**config.mk**
```make
export PLATFORM = sky130hd
export DESIGN_NAME = sp_pack_unit
export DESIGN_NICKNAME = d
export VERILOG_FILES = /design/src/rtl/sp_pack_pkg.sv /design/src/rtl/sp_denorm_shift.sv /design/src/rtl/sp_rounder.sv /design/src/rtl/sp_pack_unit.sv
export SDC_FILE = /design/constraint.sdc
export NUM_CORES = 1
export LEC_CHECK = 0
export BUFFER_PORTS_ARGS = -buffer_cell sky130_fd_sc_hd__buf_2
export CORE_ASPECT_RATIO = 0.75
export CORE_MARGIN = 1.5
export CORE_UTILIZATION = 55
export CTS_CLUSTER_DIAMETER = 60
export DETAILED_ROUTE_END_ITERATION = 8
export PLACE_DENSITY = 0.77
export SETUP_SLACK_MARGIN = 0.4
export SLEW_MARGIN = 0
export SYNTH_ARGS = -nofsm -noshare
export SYNTH_HDL_FRONTEND = slang
export SYNTH_SLANG_ARGS = --single-unit
```
**constraint.sdc**
```tcl
create_clock -name clk -period 2.95 [get_ports clk]
set_input_delay 0.4425 -clock clk [delete_from_list [all_inputs] [get_ports clk]]
set_output_delay 0.4425 -clock clk [all_outputs]
set_load 0.01 [all_outputs]
```
**src/rtl/sp_pack_pkg.sv**
```systemverilog
package sp_pack_pkg;
  typedef enum logic [1:0] {
    CLS_ZERO = 2'd0,
    CLS_NUM  = 2'd1,
    CLS_INF  = 2'd2,
    CLS_NAN  = 2'd3
  } num_class_e;

  typedef enum logic [1:0] {
    RND_NEAR_EVEN = 2'd0,
    RND_TO_ZERO   = 2'd1,
    RND_TO_POS    = 2'd2,
    RND_TO_NEG    = 2'd3
  } rnd_mode_e;

  // Overflow goes to infinity when the rounding direction points away from zero.
  function automatic logic ovf_to_inf(input logic [1:0] mode, input logic sign);
    case (rnd_mode_e'(mode))
      RND_NEAR_EVEN: ovf_to_inf = 1'b1;
      RND_TO_ZERO:   ovf_to_inf = 1'b0;
      RND_TO_POS:    ovf_to_inf = ~sign;
      default:       ovf_to_inf = sign;
    endcase
  endfunction
endpackage

```
**src/rtl/sp_denorm_shift.sv**
```systemverilog
module sp_denorm_shift #(
  parameter int MANT_W = 26,
  localparam int SH_W = $clog2(MANT_W + 1)
) (
  input  logic [MANT_W-1:0] mant_i,
  input  logic              sticky_i,
  input  logic [SH_W-1:0]   shamt_i,
  output logic [MANT_W-1:0] mant_o,
  output logic              sticky_o
);
  logic [2*MANT_W-1:0] wide;

  always_comb begin
    wide     = {mant_i, {MANT_W{1'b0}}} >> shamt_i;
    mant_o   = wide[2*MANT_W-1:MANT_W];
    sticky_o = sticky_i | (|wide[MANT_W-1:0]);
  end
endmodule

```
**src/rtl/sp_rounder.sv**
```systemverilog
module sp_rounder
  import sp_pack_pkg::*;
#(
  parameter int KEEP_W = 24
) (
  input  logic [KEEP_W+1:0] mant_i,
  input  logic              sticky_i,
  input  logic              sign_i,
  input  logic [1:0]        mode_i,
  output logic [KEEP_W:0]   sum_o,
  output logic              inexact_o
);
  logic guard_b, round_b, lsb_b, bump;

  always_comb begin
    guard_b   = mant_i[1];
    round_b   = mant_i[0];
    lsb_b     = mant_i[2];
    inexact_o = guard_b | round_b | sticky_i;
    case (rnd_mode_e'(mode_i))
      RND_NEAR_EVEN: bump = guard_b & (round_b | sticky_i | lsb_b);
      RND_TO_ZERO:   bump = 1'b0;
      RND_TO_POS:    bump = inexact_o & ~sign_i;
      default:       bump = inexact_o & sign_i;
    endcase
    sum_o = {1'b0, mant_i[KEEP_W+1:2]} + {{KEEP_W{1'b0}}, bump};
  end
endmodule

```
**src/rtl/sp_pack_unit.sv**
```systemverilog
module sp_pack_unit
  import sp_pack_pkg::*;
#(
  parameter int FRAC_W    = 23,
  parameter int EXP_W     = 8,
  parameter int IN_EXP_W  = 12,
  localparam int MANT_W   = FRAC_W + 3,
  localparam int WORD_W   = 1 + EXP_W + FRAC_W,
  localparam int BE_W     = IN_EXP_W + 2,
  localparam int SH_W     = $clog2(MANT_W + 1),
  localparam int BIAS     = (1 << (EXP_W - 1)) - 1,
  localparam int EMAX     = (1 << EXP_W) - 1
) (
  input  logic                clk,
  input  logic                rst_n,
  input  logic                in_valid,
  output logic                in_ready,
  input  logic [1:0]          in_cls,
  input  logic                in_sign,
  input  logic [IN_EXP_W-1:0] in_exp,
  input  logic [MANT_W-1:0]   in_mant,
  input  logic                in_sticky,
  input  logic [1:0]          in_rmode,
  input  logic                in_uf_trap,
  output logic                out_valid,
  input  logic                out_ready,
  output logic [WORD_W-1:0]   out_word,
  output logic                out_inexact,
  output logic                out_overflow,
  output logic                out_underflow
);
  logic signed [BE_W-1:0] biased, sh_full, exp_r;
  logic                   is_sub;
  logic [SH_W-1:0]        shamt;
  logic [MANT_W-1:0]      mant_al;
  logic                   sticky_al;
  logic [FRAC_W+1:0]      sum;
  logic                   inexact;
  logic [WORD_W-1:0]      word_n;
  logic                   ix_n, of_n, uf_n;

  always_comb begin
    biased  = $signed({{2{in_exp[IN_EXP_W-1]}}, in_exp}) + BE_W'(BIAS);
    is_sub  = (biased <= 0);
    sh_full = BE_W'(1) - biased;
    if (!is_sub)               shamt = '0;
    else if (sh_full > MANT_W) shamt = SH_W'(MANT_W);
    else                       shamt = sh_full[SH_W-1:0];
  end

  sp_denorm_shift #(.MANT_W(MANT_W)) u_align (
    .mant_i   (in_mant),
    .sticky_i (in_sticky),
    .shamt_i  (shamt),
    .mant_o   (mant_al),
    .sticky_o (sticky_al)
  );

  sp_rounder #(.KEEP_W(FRAC_W + 1)) u_round (
    .mant_i    (mant_al),
    .sticky_i  (sticky_al),
    .sign_i    (in_sign),
    .mode_i    (in_rmode),
    .sum_o     (sum),
    .inexact_o (inexact)
  );

  always_comb begin
    exp_r  = biased + BE_W'(sum[FRAC_W+1]);
    word_n = '0;
    ix_n   = 1'b0;
    of_n   = 1'b0;
    uf_n   = 1'b0;
    case (num_class_e'(in_cls))
      CLS_ZERO: word_n = {in_sign, {(WORD_W-1){1'b0}}};
      CLS_INF:  word_n = {in_sign, {EXP_W{1'b1}}, {FRAC_W{1'b0}}};
      CLS_NAN:  word_n = {in_sign, {EXP_W{1'b1}}, 1'b1, in_mant[MANT_W-3:2]};
      default: begin
        ix_n = inexact;
        if (is_sub) begin
          // a carry into the integer position lands in the exponent LSB
          word_n = {in_sign, {(EXP_W-1){1'b0}}, sum[FRAC_W], sum[FRAC_W-1:0]};
          uf_n   = ~sum[FRAC_W] & (inexact | in_uf_trap);
        end else if (exp_r >= EMAX) begin
          of_n = 1'b1;
          ix_n = 1'b1;
          if (ovf_to_inf(in_rmode, in_sign))
            word_n = {in_sign, {EXP_W{1'b1}}, {FRAC_W{1'b0}}};
          else
            word_n = {in_sign, {(EXP_W-1){1'b1}}, 1'b0, {FRAC_W{1'b1}}};
        end else begin
          word_n = {in_sign, exp_r[EXP_W-1:0], sum[FRAC_W-1:0]};
        end
      end
    endcase
  end

  assign in_ready = ~out_valid | out_ready;

  always_ff @(posedge clk or negedge rst_n) begin
    if (!rst_n) begin
      out_valid     <= 1'b0;
      out_word      <= '0;
      out_inexact   <= 1'b0;
      out_overflow  <= 1'b0;
      out_underflow <= 1'b0;
    end else if (in_ready) begin
      out_valid <= in_valid;
      if (in_valid) begin
        out_word      <= word_n;
        out_inexact   <= ix_n;
        out_overflow  <= of_n;
        out_underflow <= uf_n;
      end
    end
  end
endmodule

```
==> results of run 1 <==
==> kinds of logic after synthesis <==
logic type	Yosys count	synth area share (%)
compound gates	315	36.3
xor+xnor	35	5.36
flops	36	15.4
mux	35	6.10
fa+ha+maj	10	2.13
simple gates	328	28.7
buf+inv	68	6.06
==> cell usage after synthesis, types with 4 or more instances <==
| library cell | n | share of area [%] |
|---|---|---|
| buf_6 | 5 | 0.96 |
| a2111oi_0 | 6 | 0.90 |
| nor3b_1 | 4 | 0.51 |
| nor3_1 | 45 | 3.8 |
| a211o_1 | 7 | 1.0 |
| o21ai_0 | 57 | 4.9 |
| a22oi_1 | 16 | 2.0 |
| o21a_1 | 6 | 0.77 |
| a21o_1 | 4 | 0.51 |
| or3_1 | 12 | 1.3 |
| a31oi_1 | 18 | 1.9 |
| nor4_1 | 13 | 1.4 |
| nand2b_1 | 9 | 0.96 |
| o21bai_1 | 9 | 1.2 |
| and3_1 | 11 | 1.2 |
| dfrtp_1 | 36 | 15 |
| nand3_1 | 24 | 2.0 |
| inv_1 | 13 | 0.83 |
| o21ai_1 | 10 | 0.85 |
| a211oi_1 | 29 | 3.7 |
| clkbuf_1 | 19 | 1.2 |
| buf_2 | 17 | 1.5 |
| o31ai_1 | 8 | 1.0 |
| ha_1 | 10 | 2.1 |
| and2_1 | 5 | 0.53 |
| nor2_1 | 72 | 4.6 |
| xnor2_1 | 17 | 2.5 |
| nor2b_1 | 5 | 0.53 |
| a21oi_2 | 4 | 0.60 |
| a22o_1 | 8 | 1.2 |
| nand2_1 | 90 | 5.8 |
| o22ai_1 | 11 | 1.2 |
| nor3_2 | 4 | 0.68 |
| mux2i_1 | 31 | 5.3 |
| nand4_1 | 10 | 1.1 |
| a21oi_1 | 81 | 6.9 |
| xor2_1 | 17 | 2.5 |
| o211ai_1 | 10 | 1.3 |
| buf_4 | 11 | 1.4 |
| and4_1 | 4 | 0.60 |
==> metrics by stage <==
stage	worst slack, ns	setup TNS [ns]	instance area, sq um
floorplan	-4.99	-160.50	6080
global placement	-5.20	-168.56	8810
detailed placement	-5.57	-180.58	8810
==> key figures, run 1 <==
Status
  – Status: did not finish
  – Failed at: clock tree synthesis (4_1_cts)
  – Stop err: [ERROR DPL-0033] detailed placement checks failed during check placement.

Yosys
  – Net Count, Synth: 886
  – Mapped cell area: 5860 sq um
  – Syn Area/Cell: 7.09 sq um
  – Seq cells post-synth: 36
  – EDFF count, synth: 0
  – Ys flop type: dfrtp_1
  – Post-synth cell types: 86
  – Seq/Total Area, Yosys: 15.4%
  – Async set-reset flop share out of synthesis: 100%
  – Mapped Cells: 827
  – Yosys warns: 0

Clocking
  – CTS HTree Levels: 2
  – Post-CTS Setup Bufs: 60
  – Hold-fix buffer count after cts: 0
  – Clock root buffer: clkbuf_16
  – Clock Sinks: 36
  – Clk buf depth: 2
  – CTS Buf Count: 5
  – Post-cts sizing count: 180

Place
  – Number of port buffers: 85
  – Placed Cells: 1318
  – RD Place Congestion: 1.24
  – DP HPWL: 22.7 mm

Floorplanning
  – Starting Density: 56.8%
  – Die Y: 92.4 um
  – # IOs: 86
  – Die Wd: 122 um
  – Std-Cell Rows: 32
==> inputs of run 2 (changes only) <==
- CORE_ASPECT_RATIO: 0.75 -> not set
- CORE_UTILIZATION: 55 -> 40
- CTS_CLUSTER_DIAMETER: 60 -> not set
- PLACE_DENSITY: 0.77 -> not set
- PLACE_DENSITY_LB_ADDON: not set -> 0.15
- SETUP_SLACK_MARGIN: 0.4 -> not set
==> run 2 against run 1 <==
Net effect:
- synthesized area unchanged
- synthesized cell count unchanged
- the flow now finishes, with violations (setup timing)
==> key figures, run 2 <==
STA
  – Final period utilization: 263%
  – Final min period: 7.75 ns
  – Final Hold Fails: 0
  – Clk_skew: 0.00342 ns
  – Final Max Slew Viols: 0
  – Slew HR: 43.4%
  – Worst setup margin: -4.80 ns
  – Final setup viols: 34
  – Worst Tran Pin Value: 0.847 ns
  – Max Fclk: 129 MHz
  – RSZ-0062 raised after global routing: true

Global routing
  – Total gr overflow: 0
  – Initial antenna violation count: 1
  – First-pass GRT wire length: 45.5 mm
  – GRT Total Usage: 38.9%
  – Vias in the first global route: 8136
  – Largest net degree at the start of global routing: 37

Worst setup path
  – R2R Path End: out_underflow
  – Crit start category: input pin
  – CP Max Fanout: 7
  – Critical Path RT: 3.11 ns
  – Register-to-Register Setup Slack: 0.76 ns
  – CP startpoint: in_exp[0]
  – Max incr delay on CP: 0.40 ns
  – RR Startpoint: out_valid
  – CP max-delay cell: or3_4
  – Top delay family on crit path: compound AO/OA/AOI/OAI gates
  – Crit path DAT: 7.90 ns
  – Crit. End Element: flop
  – Buf/Inv on CP: 9
  – Critical path endpoint: out_word[19]
  – Total number of cells along the worst setup path: 45
  – CP Class: in2reg
  – CP most frequent cell: ha_4
  – Reg2Reg Depth: 9

Finish
  – Layout cell share with drive strength beyond 1: 57.7%
  – Commonest non-fill, non-tap cell in the layout: buf_4
  – Fillcell total: 1028
  – Design area: 11200 sq um
  – P&R area growth vs syn: 91.3%
  – Most frequent cells in the layout: buf_4 (368), buf_2 (83), nand2_1 (82)
  – Diode count: 0
  – Final #Nets: 1341
  – Largest register FFs: 32
  – Non-filler instance count after layout: 1466
  – Largest Register: out_word

Place
  – Placed Area: 8990 sq um (+2.0%)
  – Number of port buffers: 85 (unchanged)
  – RD Place Congestion: 0.979 (-21%)
  – Placed Cells: 1376 (+4.4%)
  – DP HPWL: 23.0 mm (+1.2%)

Yosys
  – Syn Area/Cell: 7.09 sq um (unchanged)
  – Mapped cell area: 5860 sq um (unchanged)
  – Top-count cell post-synth: nand2_1
  – Share of the synthesized area in the top cell type: 15.4% (unchanged)
  – Post-synth cell types: 86 (unchanged)
  – Async set-reset flop share out of synthesis: 100% (unchanged)
  – Seq cells post-synth: 36 (unchanged)
  – Seq/Total Area, Yosys: 15.4% (unchanged)
  – Top post-synthesis cells by count: nand2_1 (90), a21oi_1 (81), nor2_1 (72), o21ai_0 (57), nor3_1 (45)
  – EDFF count, synth: 0 (unchanged)
  – Area leader, netlist: dfrtp_1
  – Net Count, Synth: 886 (unchanged)
  – Synth top area cells: dfrtp_1 (15%), a21oi_1 (6.9%), nand2_1 (5.8%)
  – Yosys warns: 0 (unchanged)
  – Ys flop type: dfrtp_1
  – Mapped Cells: 827 (unchanged)

Clocking
  – Clock root buffer: clkbuf_16
  – Clock Sinks: 36 (unchanged)
  – CTS HTree Levels: 2 (unchanged)
  – Hold-fix buffer count after cts: 0 (unchanged)
  – Clock Pin Slew Worst Setup and Hold Paths: 0.06 ns
  – CTS tree: built
  – Clk buf depth: 2 (unchanged)
  – Worst skew pair latency: 0.28 ns
  – CTS Buf Count: 5 (unchanged)

Floorplanning
  – # IOs: 86 (unchanged)
  – Starting Density: 40.6% (-16 points)
  – Core footprint: 14400 sq um
  – Die ar.: 15400 sq um
  – Die Wd: 124 um (+1.5%)
  – Std-Cell Rows: 44 (+38%)
  – Die Y: 124 um (+34%)

Drt
  – DR DRC count: 0
  – 1st-pass router iterations: 6
  – Final WL: 32.1 mm
  – WL per Instance: 21.9 um
  – Antenna-violating nets left: 0
  – Via count: 9038
  – DR iter-0 viols: 1049
  – Vias/cell: 6.17

Hold path
  – Worst hold path type: in2async

Power
  – Peak supply drop: 0.000314 V
  – Lkg Pwr: 4.88 nW
  – Power per cell area: 312 nW/um^2

Flow run
  – Maxcap violations: 0

Status
  – Failing checks: setup timing
  – Status: complete, but fails checks
[run 2: cells by family (layout without fill, tap and decap cells)]
logic type               after synthesis  in the layout  synth area share [%]
AND/OR/NAND/NOR                      328            328                  28.7
AO/OA/AOI/OAI                        315            315                  36.3
buffers and inverters                 68            523                  6.06
flip-flops                            36             36                  15.4
XOR/XNOR                              35             35                  5.36
multiplexers                          35             35                  6.10
adder cells (fa/ha/maj)               10             10                  2.13
[run 2: report_power, final]
group          internal (mW)  switching (mW)  total [mW]  leakage (nW)
logic                   1.11            1.23        2.35          4.35
clock network          0.354           0.201       0.555        0.0760
registers              0.559          0.0396       0.599         0.456
[run 2: what timing repair did]
| action | 4_1_cts | 5_1_grt |
|---|---|---|
| cloned | 4 | 0 |
| pin swaps | 94 | 84 |
| setup endpoints to repair | 34 | 34 |
| gates resized for setup | 182 | 128 |
| setup buffers | 53 | 34 |
[run 2: routing by layer]
metal	GRT usage [%]	wire, um
met3	5.95	3240
met5	0	0
met2	60.5	14200
met1	53.1	13000
met4	16.7	1680
[run 2: area by class of cell]
| type | instances | area [sq um] | share of cell area [%] |
|---|---|---|---|
| Timing Repair Buffer | 502 | 3940 | 35.1 |
| Tap cell | 184 | 230 | 2.05 |
| Inverter | 14 | 60.1 | 0.535 |
| Sequential cell | 36 | 901 | 8.03 |
| Multi-Input combinational cell | 723 | 5940 | 52.9 |
| Clock buffer | 7 | 153 | 1.36 |
[run 2: through the flow]
stage / total power [mW] / setup WS (ns) / TNS, ns / util (%) / hold WS [ns]
after floorplan: 1.47 / -4.99 / -160.50 / - / 0.147
after global placement: 2.40 / -5.20 / -170.25 / 62.3 / 0.449
after detailed placement: 2.41 / -5.33 / -174.97 / 62.3 / 0.453
after CTS: 3.23 / -4.61 / -150.63 / 72.2 / 0.269
after global routing: 3.65 / -5.08 / -164.42 / 77.8 / 0.324
final: 3.50 / -4.80 / -156.33 / 77.8 / 0.249
[run 2: how the worst min path moves through the flow]
| stage | startpoint | slack (ns) | to | cells after the start |
|---|---|---|---|---|
| 2_1_floorplan | rst_n | 0.15 | out_inexact | 0 |
| 3_3_place_gp | out_word[26] | 0.45 | out_word[26] | 2 |
| 3_5_place_dp | out_word[26] | 0.45 | out_word[26] | 2 |
| 4_1_cts | rst_n | 0.27 | out_valid | 1 |
| 5_1_grt | rst_n | 0.32 | out_word[24] | 1 |
| 6_report | rst_n | 0.25 | out_valid | 1 |
Power figures use the tool's default switching activity.
